**src/rtl/grp_pkg.sv**
```systemverilog
package grp_pkg;

    localparam int CLS_W = 5;

    typedef enum logic [CLS_W-1:0] {
        C_IALU   = 5'd0,
        C_LOAD   = 5'd1,
        C_STORE  = 5'd2,
        C_ICMOV  = 5'd3,
        C_IMUL   = 5'd4,
        C_IDIV   = 5'd5,
        C_BRANCH = 5'd6,
        C_CALL   = 5'd7,
        C_FPMOV  = 5'd8,
        C_FCCMOV = 5'd9,
        C_FRCMOV = 5'd10,
        C_FADD   = 5'd11,
        C_FMUL   = 5'd12,
        C_FDIVS  = 5'd13,
        C_FMID   = 5'd14,
        C_FSQRTD = 5'd15,
        C_SOLO   = 5'd16
    } op_class_e;

    typedef enum logic [1:0] {H_NONE, H_MUL, H_DIV} slot_hold_e;
    typedef enum logic [1:0] {F_NONE, F_SHORT, F_MID, F_LONG} fpm_hold_e;

    typedef struct packed {
        logic       alu;
        logic       ms;
        logic       br;
        logic       fpa;
        logic       fpm;
        logic       solo;
        slot_hold_e shold;
        fpm_hold_e  fhold;
    } res_need_t;

endpackage

```
**src/rtl/grp_decode.sv**
```systemverilog
module grp_decode
    import grp_pkg::*;
(
    input  logic [CLS_W-1:0] cls,
    output res_need_t        need
);
    always_comb begin
        need       = '0;
        need.shold = H_NONE;
        need.fhold = F_NONE;
        case (cls)
            C_IALU:   need.alu = 1'b1;
            C_LOAD,
            C_STORE:  need.ms = 1'b1;
            C_ICMOV:  begin need.ms = 1'b1; need.br = 1'b1; end
            C_IMUL:   begin need.ms = 1'b1; need.shold = H_MUL; end
            C_IDIV:   begin need.ms = 1'b1; need.shold = H_DIV; end
            C_BRANCH: need.br = 1'b1;
            C_CALL:   begin need.br = 1'b1; need.ms = 1'b1; end
            C_FPMOV,
            C_FADD:   need.fpa = 1'b1;
            C_FCCMOV: begin need.fpa = 1'b1; need.br = 1'b1; end
            C_FRCMOV: begin need.fpa = 1'b1; need.ms = 1'b1; end
            C_FMUL:   need.fpm = 1'b1;
            C_FDIVS:  begin need.fpm = 1'b1; need.fhold = F_SHORT; end
            C_FMID:   begin need.fpm = 1'b1; need.fhold = F_MID; end
            C_FSQRTD: begin need.fpm = 1'b1; need.fhold = F_LONG; end
            default:  need.solo = 1'b1;
        endcase
    end
endmodule

```
**src/rtl/grp_pack.sv**
```systemverilog
module grp_pack
    import grp_pkg::*;
#(
    parameter int LANES   = 4,
    parameter int ALU_NUM = 2,
    localparam int CNT_W  = $clog2(LANES + 1)
) (
    input  logic [LANES-1:0]      vld,
    input  res_need_t [LANES-1:0] needs,
    input  logic                  stall,
    input  logic                  slot_held,
    input  logic                  fpm_held,
    output logic [CNT_W-1:0]      cnt,
    output slot_hold_e            go_shold,
    output fpm_hold_e             go_fhold
);
    logic [CNT_W-1:0] alu_n;
    logic             ms_u, br_u, fpa_u, fpm_u, stop, fit;

    always_comb begin
        cnt      = '0;
        alu_n    = '0;
        ms_u     = 1'b0;
        br_u     = 1'b0;
        fpa_u    = 1'b0;
        fpm_u    = 1'b0;
        fit      = 1'b0;
        stop     = stall | slot_held;
        go_shold = H_NONE;
        go_fhold = F_NONE;
        for (int i = 0; i < LANES; i++) begin
            fit = vld[i] && !stop
                  && !(needs[i].solo && i != 0)
                  && !(needs[i].alu && alu_n == CNT_W'(ALU_NUM))
                  && !(needs[i].ms  && ms_u)
                  && !(needs[i].br  && br_u)
                  && !(needs[i].fpa && fpa_u)
                  && !(needs[i].fpm && (fpm_u || fpm_held));
            if (fit) begin
                cnt   = cnt + CNT_W'(1);
                alu_n = alu_n + CNT_W'(needs[i].alu);
                ms_u  = ms_u  | needs[i].ms;
                br_u  = br_u  | needs[i].br;
                fpa_u = fpa_u | needs[i].fpa;
                fpm_u = fpm_u | needs[i].fpm;
                if (needs[i].shold != H_NONE) go_shold = needs[i].shold;
                if (needs[i].fhold != F_NONE) go_fhold = needs[i].fhold;
                if (needs[i].solo) stop = 1'b1;
            end else begin
                stop = 1'b1;
            end
        end
    end
endmodule

```
**src/rtl/grp_hold_fsm.sv**
```systemverilog
module grp_hold_fsm #(
    parameter int CW = 7
) (
    input  logic          clk,
    input  logic          rst_n,
    input  logic          stall,
    input  logic          load,
    input  logic [CW-1:0] load_val,
    output logic          held
);
    typedef enum logic {ST_OPEN, ST_HELD} hold_st_e;

    hold_st_e      state, st_n;
    logic [CW-1:0] cnt, cnt_n;

    always_ff @(posedge clk) begin
        if (!rst_n) begin
            state <= ST_OPEN;
            cnt   <= '0;
        end else begin
            state <= st_n;
            cnt   <= cnt_n;
        end
    end

    always_comb begin
        st_n  = state;
        cnt_n = cnt;
        unique case (state)
            ST_OPEN: begin
                if (load && load_val != '0) begin
                    st_n  = ST_HELD;
                    cnt_n = load_val;
                end
            end
            ST_HELD: begin
                if (!stall) begin
                    cnt_n = cnt - CW'(1);
                    if (cnt == CW'(1)) st_n = ST_OPEN;
                end
            end
        endcase
    end

    always_comb held = (state == ST_HELD);

    // the packer never asks for a new hold while one runs
    a_r7_load_only_open: assert property (@(posedge clk) disable iff (!rst_n)
        load |-> state == ST_OPEN);
    a_r10_stall_freeze: assert property (@(posedge clk) disable iff (!rst_n)
        (state == ST_HELD && stall) |=> (state == ST_HELD && cnt == $past(cnt)));
    a_r8_step_down: assert property (@(posedge clk) disable iff (!rst_n)
        (state == ST_HELD && !stall && cnt > CW'(1)) |=> (state == ST_HELD && cnt == $past(cnt) - CW'(1)));
endmodule

```
**src/rtl/grp_former.sv**
```systemverilog
module grp_former
    import grp_pkg::*;
#(
    parameter int LANES       = 4,
    parameter int ALU_NUM     = 2,
    parameter int MUL_HOLD    = 4,
    parameter int DIV_HOLD    = 69,
    parameter int FDIVS_HOLD  = 14,
    parameter int FMID_HOLD   = 17,
    parameter int FSQRTD_HOLD = 26,
    localparam int CNT_W      = $clog2(LANES + 1),
    localparam int SH_MAX     = (DIV_HOLD > MUL_HOLD) ? DIV_HOLD : MUL_HOLD,
    localparam int FH_MAX     = (FSQRTD_HOLD > FMID_HOLD) ?
                                ((FSQRTD_HOLD > FDIVS_HOLD) ? FSQRTD_HOLD : FDIVS_HOLD) :
                                ((FMID_HOLD > FDIVS_HOLD) ? FMID_HOLD : FDIVS_HOLD),
    localparam int SH_W       = $clog2(SH_MAX + 1),
    localparam int FH_W       = $clog2(FH_MAX + 1)
) (
    input  logic                   clk,
    input  logic                   rst_n,
    input  logic                   stall,
    input  logic [LANES-1:0]       lane_vld,
    input  logic [LANES*CLS_W-1:0] lane_cls,
    output logic [CNT_W-1:0]       issue_cnt,
    output logic                   busy
);
    res_need_t [LANES-1:0] needs;
    slot_hold_e            go_shold;
    fpm_hold_e             go_fhold;
    logic                  slot_held, fpm_held;
    logic [SH_W-1:0]       sh_val;
    logic [FH_W-1:0]       fh_val;

    for (genvar g = 0; g < LANES; g++) begin : g_lane
        grp_decode u_dec (
            .cls  (lane_cls[g*CLS_W +: CLS_W]),
            .need (needs[g])
        );
    end

    grp_pack #(.LANES(LANES), .ALU_NUM(ALU_NUM)) u_pack (
        .vld       (lane_vld),
        .needs     (needs),
        .stall     (stall),
        .slot_held (slot_held),
        .fpm_held  (fpm_held),
        .cnt       (issue_cnt),
        .go_shold  (go_shold),
        .go_fhold  (go_fhold)
    );

    always_comb begin
        unique case (go_shold)
            H_MUL:   sh_val = SH_W'(MUL_HOLD);
            H_DIV:   sh_val = SH_W'(DIV_HOLD);
            default: sh_val = '0;
        endcase
        unique case (go_fhold)
            F_SHORT: fh_val = FH_W'(FDIVS_HOLD);
            F_MID:   fh_val = FH_W'(FMID_HOLD);
            F_LONG:  fh_val = FH_W'(FSQRTD_HOLD);
            default: fh_val = '0;
        endcase
    end

    grp_hold_fsm #(.CW(SH_W)) u_slot_hold (
        .clk      (clk),
        .rst_n    (rst_n),
        .stall    (stall),
        .load     (go_shold != H_NONE),
        .load_val (sh_val),
        .held     (slot_held)
    );

    grp_hold_fsm #(.CW(FH_W)) u_fpm_hold (
        .clk      (clk),
        .rst_n    (rst_n),
        .stall    (stall),
        .load     (go_fhold != F_NONE),
        .load_val (fh_val),
        .held     (fpm_held)
    );

    assign busy = slot_held | fpm_held;

    a_r1_group_bound: assert property (@(posedge clk) disable iff (!rst_n)
        issue_cnt <= CNT_W'(LANES));
    a_r7_no_issue_held: assert property (@(posedge clk) disable iff (!rst_n)
        slot_held |-> issue_cnt == '0);
    a_r10_stall_blocks: assert property (@(posedge clk) disable iff (!rst_n)
        stall |-> issue_cnt == '0);
    a_r3_solo_alone: assert property (@(posedge clk) disable iff (!rst_n)
        (needs[0].solo && issue_cnt != '0) |-> issue_cnt == CNT_W'(1));
    a_r9_hold_sets_busy: assert property (@(posedge clk) disable iff (!rst_n)
        (go_fhold != F_NONE) |=> busy);
endmodule

```
**config.mk**
```make
export PLATFORM = sky130hd
export DESIGN_NAME = grp_former
export DESIGN_NICKNAME = d
export VERILOG_FILES = /design/src/rtl/grp_pkg.sv /design/src/rtl/grp_decode.sv /design/src/rtl/grp_pack.sv /design/src/rtl/grp_hold_fsm.sv /design/src/rtl/grp_former.sv
export SDC_FILE = /design/constraint.sdc
export NUM_CORES = 1
export LEC_CHECK = 0
export ABC_AREA = 1
export CAP_MARGIN = 15
export CORE_MARGIN = 3
export CORE_UTILIZATION = 40
export CTS_BUF_LIST = sky130_fd_sc_hd__clkbuf_16
export CTS_CLUSTER_SIZE = 20
export DETAILED_ROUTE_END_ITERATION = 6
export DONT_BUFFER_PORTS = 1
export GPL_TIMING_DRIVEN = 0
export HOLD_SLACK_MARGIN = 0.12
export SLEW_MARGIN = 20
export SYNTH_ARGS = -nofsm -noshare
export SYNTH_HDL_FRONTEND = slang
export SYNTH_SLANG_ARGS = --single-unit
```
**constraint.sdc**
```tcl
create_clock -name clk -period 10.23 [get_ports clk]
set_input_delay 2.046 -clock clk [delete_from_list [all_inputs] [get_ports clk]]
set_output_delay 2.046 -clock clk [all_outputs]
set_load 0.02 [all_outputs]
```
# ---- Word level (Yosys, flattened, before mapping)
# Index checks and enable logic that the tools add are counted.
dict set report totals {
  reg_bits 14
  latchBits 0
  mem_bits_rw 0
  mem_bits_ro 0
  output_inout_bits 4
  memories 0
}
dict set report op_classes {
  add_sub_neg 7
  n_mul 0
  n_div 0
  n_lt_le_gt_ge 0
  n_eq_ne 74
  n_shift 0
  mux 85
  bitwise_logic 12
  reduce_logical 102
}
# cell n
set ops {}
lappend ops {{5-bit by 4-bit equality test with 1-bit output (second input constant)} 32}
lappend ops {{5-bit by 3-bit equality test with 1-bit output (second input constant)} 16}
lappend ops {{16-bit OR reduction} 4}
lappend ops {{4-bit OR reduction} 12}
lappend ops {{1-bit 2-to-1 mux} 46}
lappend ops {{1-bit logical AND} 41}
lappend ops {{5-bit by 2-bit equality test with 1-bit output (second input constant)} 8}
lappend ops {{2-bit 2-to-1 mux} 16}
lappend ops {{7-bit one-hot mux with 2 select lines} 2}
lappend ops {{7-bit OR reduction} 4}
lappend ops {{5-bit by 1-bit equality test with 1-bit output (second input constant)} 5}
lappend ops {{2-bit one-hot mux with 3 select lines} 4}
lappend ops {{1-bit logical NOT} 20}
lappend ops {{5-bit logical NOT} 4}
lappend ops {{2-bit nonzero test} 10}
lappend ops {{2-bit one-hot mux with 2 select lines} 4}
lappend ops {{3-bit 2-to-1 mux} 5}
lappend ops {{5-bit one-hot mux with 3 select lines} 1}
lappend ops {{7-bit 2-to-1 mux} 2}
lappend ops {{5-bit 2-to-1 mux} 2}
lappend ops {{1-bit bitwise OR} 10}
lappend ops {{5-bit one-hot mux with 2 select lines} 1}
lappend ops {{3-bit by 1-bit adder with 3-bit output (second input constant)} 3}
lappend ops {{3-bit by 2-bit equality test with 1-bit output (second input constant)} 3}
lappend ops {{14 further kinds} 25}

# ---- Logic depth before layout (Yosys ltp)
dict set report depth {
  depth_word 40
  mapped_depth 30
}

# ---- By module
# A second synthesis with hierarchy kept.
dict set report unflattened {
  hier_cells 460
  area_unflattened_um2 2662.6
}
# module n_inst cells_each area_each_um2
set modules_own_cells {}
lappend modules_own_cells {grp_pack 1 145 793.3}
lappend modules_own_cells {grp_decode 4 33 195.2}
lappend modules_own_cells {{grp_hold_fsm (u_slot_hold)} 1 97 586.8}
lappend modules_own_cells {{grp_hold_fsm (u_fpm_hold)} 1 70 424.2}
lappend modules_own_cells {grp_former 1 16 77.6}

# ---- Worst setup path after synthesis
# No wires, ideal clock.
dict set report synth_timing {
  kind {input to output}
  startpoint {in lane_cls[8]}
  endpoint {out issue_cnt[2]}
  arrival_time_ps 4561
  path_slack_ps 3623
  cell_stages 22
  n_path_buf 1
  cell_sequence {buf_4 nand2_1 nor2_1 nor2_1 nand2_1 nand2_2 nand2_2 nor2_4 nand2_4 nand2_1 o21ai_0 ha_1 ha_1 a41oi_1 nand3_1 a21oi_1 nand2_1 nor2_1 nand2_1 inv_1 nand2_1 xor2_1}
}
dict set report synth_via {
  elab_chain_len 28
}
# item line
set synth_rtl {}
lappend synth_rtl {{from (decl)} grp_former.sv:23} ;# input logic [LANES*CLS_W-1:0] lane_cls,
lappend synth_rtl {{5-bit by 1-bit equality test with 1-bit output (tied with other cells)} grp_decode.sv:11} ;# case (cls)
lappend synth_rtl {{7-bit OR reduction (no source line) / 1-bit 2-to-1 mux (equally long branches)} --}
lappend synth_rtl {{1-bit 2-to-1 mux / 1-bit logical AND (equally long branches)} {grp_decode.sv:11, grp_pack.sv:34}}
lappend synth_rtl {{1-bit logical AND / 1-bit logical NOT (equally long branches)} {grp_pack.sv:35, grp_pack.sv:34}}
lappend synth_rtl {{1-bit logical NOT / 1-bit logical AND (equally long branches)} {grp_pack.sv:35, grp_pack.sv:34}}
lappend synth_rtl {{1-bit logical AND} grp_pack.sv:35} ;# && !(needs[i].ms && ms_u)
lappend synth_rtl {{1-bit logical AND} grp_pack.sv:36} ;# && !(needs[i].br && br_u)
lappend synth_rtl {{1-bit logical AND} grp_pack.sv:37} ;# && !(needs[i].fpa && fpa_u)
lappend synth_rtl {{[12 not listed]} --}
lappend synth_rtl {{1-bit logical AND, on equally long branches} {grp_pack.sv:34, grp_pack.sv:32}}
lappend synth_rtl {{1-bit logical NOT / 1-bit logical AND (equally long branches)} {grp_pack.sv:34, grp_pack.sv:33}}
lappend synth_rtl {{1-bit logical AND} grp_pack.sv:34} ;# && !(needs[i].alu && alu_n == CNT_W'(ALU_NUM))
lappend synth_rtl {{1-bit logical AND} grp_pack.sv:35}
lappend synth_rtl {{1-bit logical AND} grp_pack.sv:36}
lappend synth_rtl {{1-bit logical AND} grp_pack.sv:37}
lappend synth_rtl {{1-bit logical AND} grp_pack.sv:38} ;# && !(needs[i].fpm && (fpm_u || fpm_held));
lappend synth_rtl {{3-bit 2-to-1 mux (*)} grp_pack.sv:39} ;# if (fit) begin
lappend synth_rtl {{to (decl)} grp_former.sv:24} ;# output logic [CNT_W-1:0] issue_cnt,
# Mark *: on every way between the ends. The rest lies on a longest branch, timed or not.

# ---- Worst setup path in the final report
# Ends and elaborated chain as after synthesis.

==> impl_metrics.env <==
export IMPL_status="completed"
export IMPL_dr_pass1_iters=4
export IMPL_vias=2257
export IMPL_antenna_found_initial=0
export IMPL_regArea_um2=280
export IMPL_clock_skew_ns=0.00336
export IMPL_place_gp_congestion=0.821
export IMPL_synth_distinct_cells=37
export IMPL_clock_sinks=14
export IMPL_start_util_pct=42.6
export IMPL_placed_area_um2=2150
export IMPL_min_period_over_period_pct=68.2
export IMPL_cts_tree="yes"
export IMPL_antenna_cells=0
export IMPL_clock_root_buffer="clkbuf_16"
export IMPL_yosysWarnings=0
export IMPL_die_h_um=77.9
export IMPL_drc=0
export IMPL_use_met1_pct=24.9
export IMPL_synth_cells=368
export IMPL_drt_iter0_drc=134
export IMPL_maxCapViolations=0
export IMPL_synthFlopType="dfxtp_1"
export IMPL_placed_cells=435
export IMPL_slew_headroom_pct=56.2
export IMPL_dpl_hpwl_um=4280
export IMPL_crit_fanout=8
export IMPL_min_path_type="flop to flop"
export IMPL_viasPerCell=5.14
export IMPL_ys_ff_latch=14
export IMPL_htreeDepth=1
export IMPL_instances_no_fill=439
export IMPL_seq_power_share_pct=33.9
export IMPL_p_int_mw=0.122
export IMPL_clockPowerShare_pct=42.6
export IMPL_required_ns=8.18
export IMPL_postCtsSetupBuffers=0
export IMPL_wl_um=5100
export IMPL_synth_edf_count=0
export IMPL_antenna_left=0
export IMPL_layout_common_cells="83 x nand2_1, 64 x inv_1, 49 x nor2_1, 35 x nand3_1, 19 x o21ai_0"
export IMPL_async_flop_share_pct=0
export IMPL_crit_arrival_ns=4.93
export IMPL_fmax_mhz=143
export IMPL_use_met2_pct=27.7
export IMPL_busiest_layer="met2"
export IMPL_use_met3_pct=3.36
export IMPL_grt_overflow_total=0
export IMPL_holdBufCountCts=0
export IMPL_netSwitchingFraction_pct=28.5
export IMPL_cts_repair_resized=0
export IMPL_p_sw_mw=0.0484
export IMPL_path_class="input pin to output port"
export IMPL_die_x_um=77.9
export IMPL_drive_gt1_share_pct=10.8
export IMPL_period_needed_ns=6.98
export IMPL_rows=25
export IMPL_grt_pass1_wl_um=8810
export IMPL_die_area_um2=6060
export IMPL_multi_input_area_um2=1500
export IMPL_grt_max_degree=11
export IMPL_syn_nets=406
export IMPL_fill_cells=529
export IMPL_end_kind="output port"
export IMPL_core_area_um2=4850
export IMPL_power_density_nw_per_um2=76.3
export IMPL_cts_max_path_buffers=2
export IMPL_layout_commonest_cell="nand2_1"
export IMPL_clock_latency_ns=0.24
export IMPL_yosysTopAreaCellShare_pct=15.1
export IMPL_final_setup_viol_count=0
export IMPL_port_buffers=0
export IMPL_syn_avg_cell_area_um2=5.61
export IMPL_dp_slack_ns=3.28
export IMPL_worst_slew_pin_transition_ns=0.651
export IMPL_pin_count=31
export IMPL_rsz0062_at_grt="no"
export IMPL_track_usage_pct=17.4
export IMPL_fin_util_pct=46.0
export IMPL_syn_area_um2=2070
export IMPL_drv_slew=0
export IMPL_fin_nets=411
export IMPL_syn2layout_area_growth_pct=7.87
export IMPL_wl_per_cell_um=11.6
export IMPL_max_vdd_ir_drop_uv=81.1
export IMPL_leakagePower_nw=1.14
export IMPL_cts_buffers=3
export IMPL_synth_top_area_cell="nand2_1"
export IMPL_grt_pass1_vias=1958
export IMPL_combPwrFrac_pct=23.5
export IMPL_clk_pin_slew_worst_paths_ns=0.05
export IMPL_fin_tns_setup_ns=0
export IMPL_yosys_top_cells_area="nand2_1 15%, dfxtp_1 14%, inv_1 12%, nor2_1 8.9%, nand3_1 8.5%"
export IMPL_layout_setup_ws_ns=3.25
export IMPL_yosysSeqAreaShare_pct=13.6
export IMPL_fin_area_um2=2230
export IMPL_start_kind="input pin"
export IMPL_final_hold_violation_count=0
==> worst paths after layout <==
path	start	to	slack, ns	depth (start not counted)
min reg2reg	u_slot_hold.cnt[4]	u_slot_hold.cnt[4]	0.47	2
max reg2reg	u_slot_hold.held	u_slot_hold.cnt[0]	6.35	25
max	lane_cls[8]	issue_cnt[2]	3.25	16
min	u_slot_hold.cnt[4]	u_slot_hold.cnt[4]	0.47	2
==> cell type report <==
class,count,share of cell area (%)
sequential,14,12.6
inverter,72,12.1
multi-input combinational,280,67.5
buffer,2,0.505
tap,67,3.76
clock buffer,3,3.37
clock inverter,1,0.168
==> synthesized netlist by cell type, drive strengths merged, types with 3 or more instances <==
library cell,number
a21oi,15
dfxtp,14
ha,11
inv,72
nand2,93
nand3,38
nand4,6
nor2,59
nor3,16
o211ai,3
o21ai,21
xor2,3
==> routing by layer <==
layer,routed length (µm),vias up
met2,2260,53
li1,-,1204
met3,278,2
met4,15,0
met1,2550,998
met5,0,-
==> worst max-delay path, stage by stage <==
cell and delay [ns]:
buf_4 0.14, nor4_1 0.51, ha_1 0.32, inv_1 0.07, o21ai_0 0.09, ha_1 0.19, ha_1 0.26, a41oi_1 0.21
nand3_1 0.10, a21oi_1 0.12, nand2_1 0.09, nor2_1 0.09, nand2_1 0.11, inv_1 0.12, nand2_1 0.07, xor2_1 0.39
==> power by group through the flow <==
stage               sequential (mW)  combinational (mW)  clock [mW]
finish                       0.0577              0.0399      0.0723
global route                 0.0580              0.0458      0.0771
CTS                          0.0577              0.0399      0.0745
detailed placement           0.0587              0.0397           0
global placement             0.0587              0.0393           0
floorplan                    0.0584              0.0329           0
==> sequential cells by signal, summed over array words and instances (netlist names) <==
register	count
u_slot_hold.cnt	7
u_slot_hold.held	1
u_fpm_hold.held	1
u_fpm_hold.cnt	5
==> cell families after synthesis <==
kind of cell / Yosys count / share of synthesized area, %
and+or+nand+nor: 216 / 50.8
buffers and inverters: 74 / 13.6
AOI/OAI and AO/OA: 50 / 14.1
DFF: 14 / 13.6
adders and majority gates: 11 / 6.66
xor gates and xnor gates: 3 / 1.27
==> through the flow <==
stage               hold slack, ns  total power, mW
floorplan                    0.437           0.0913
global placement             0.454           0.0980
detailed placement           0.461           0.0984
CTS                          0.468            0.172
global route                 0.486            0.181
finish                       0.466            0.170
(Power assumes the default switching activity.)
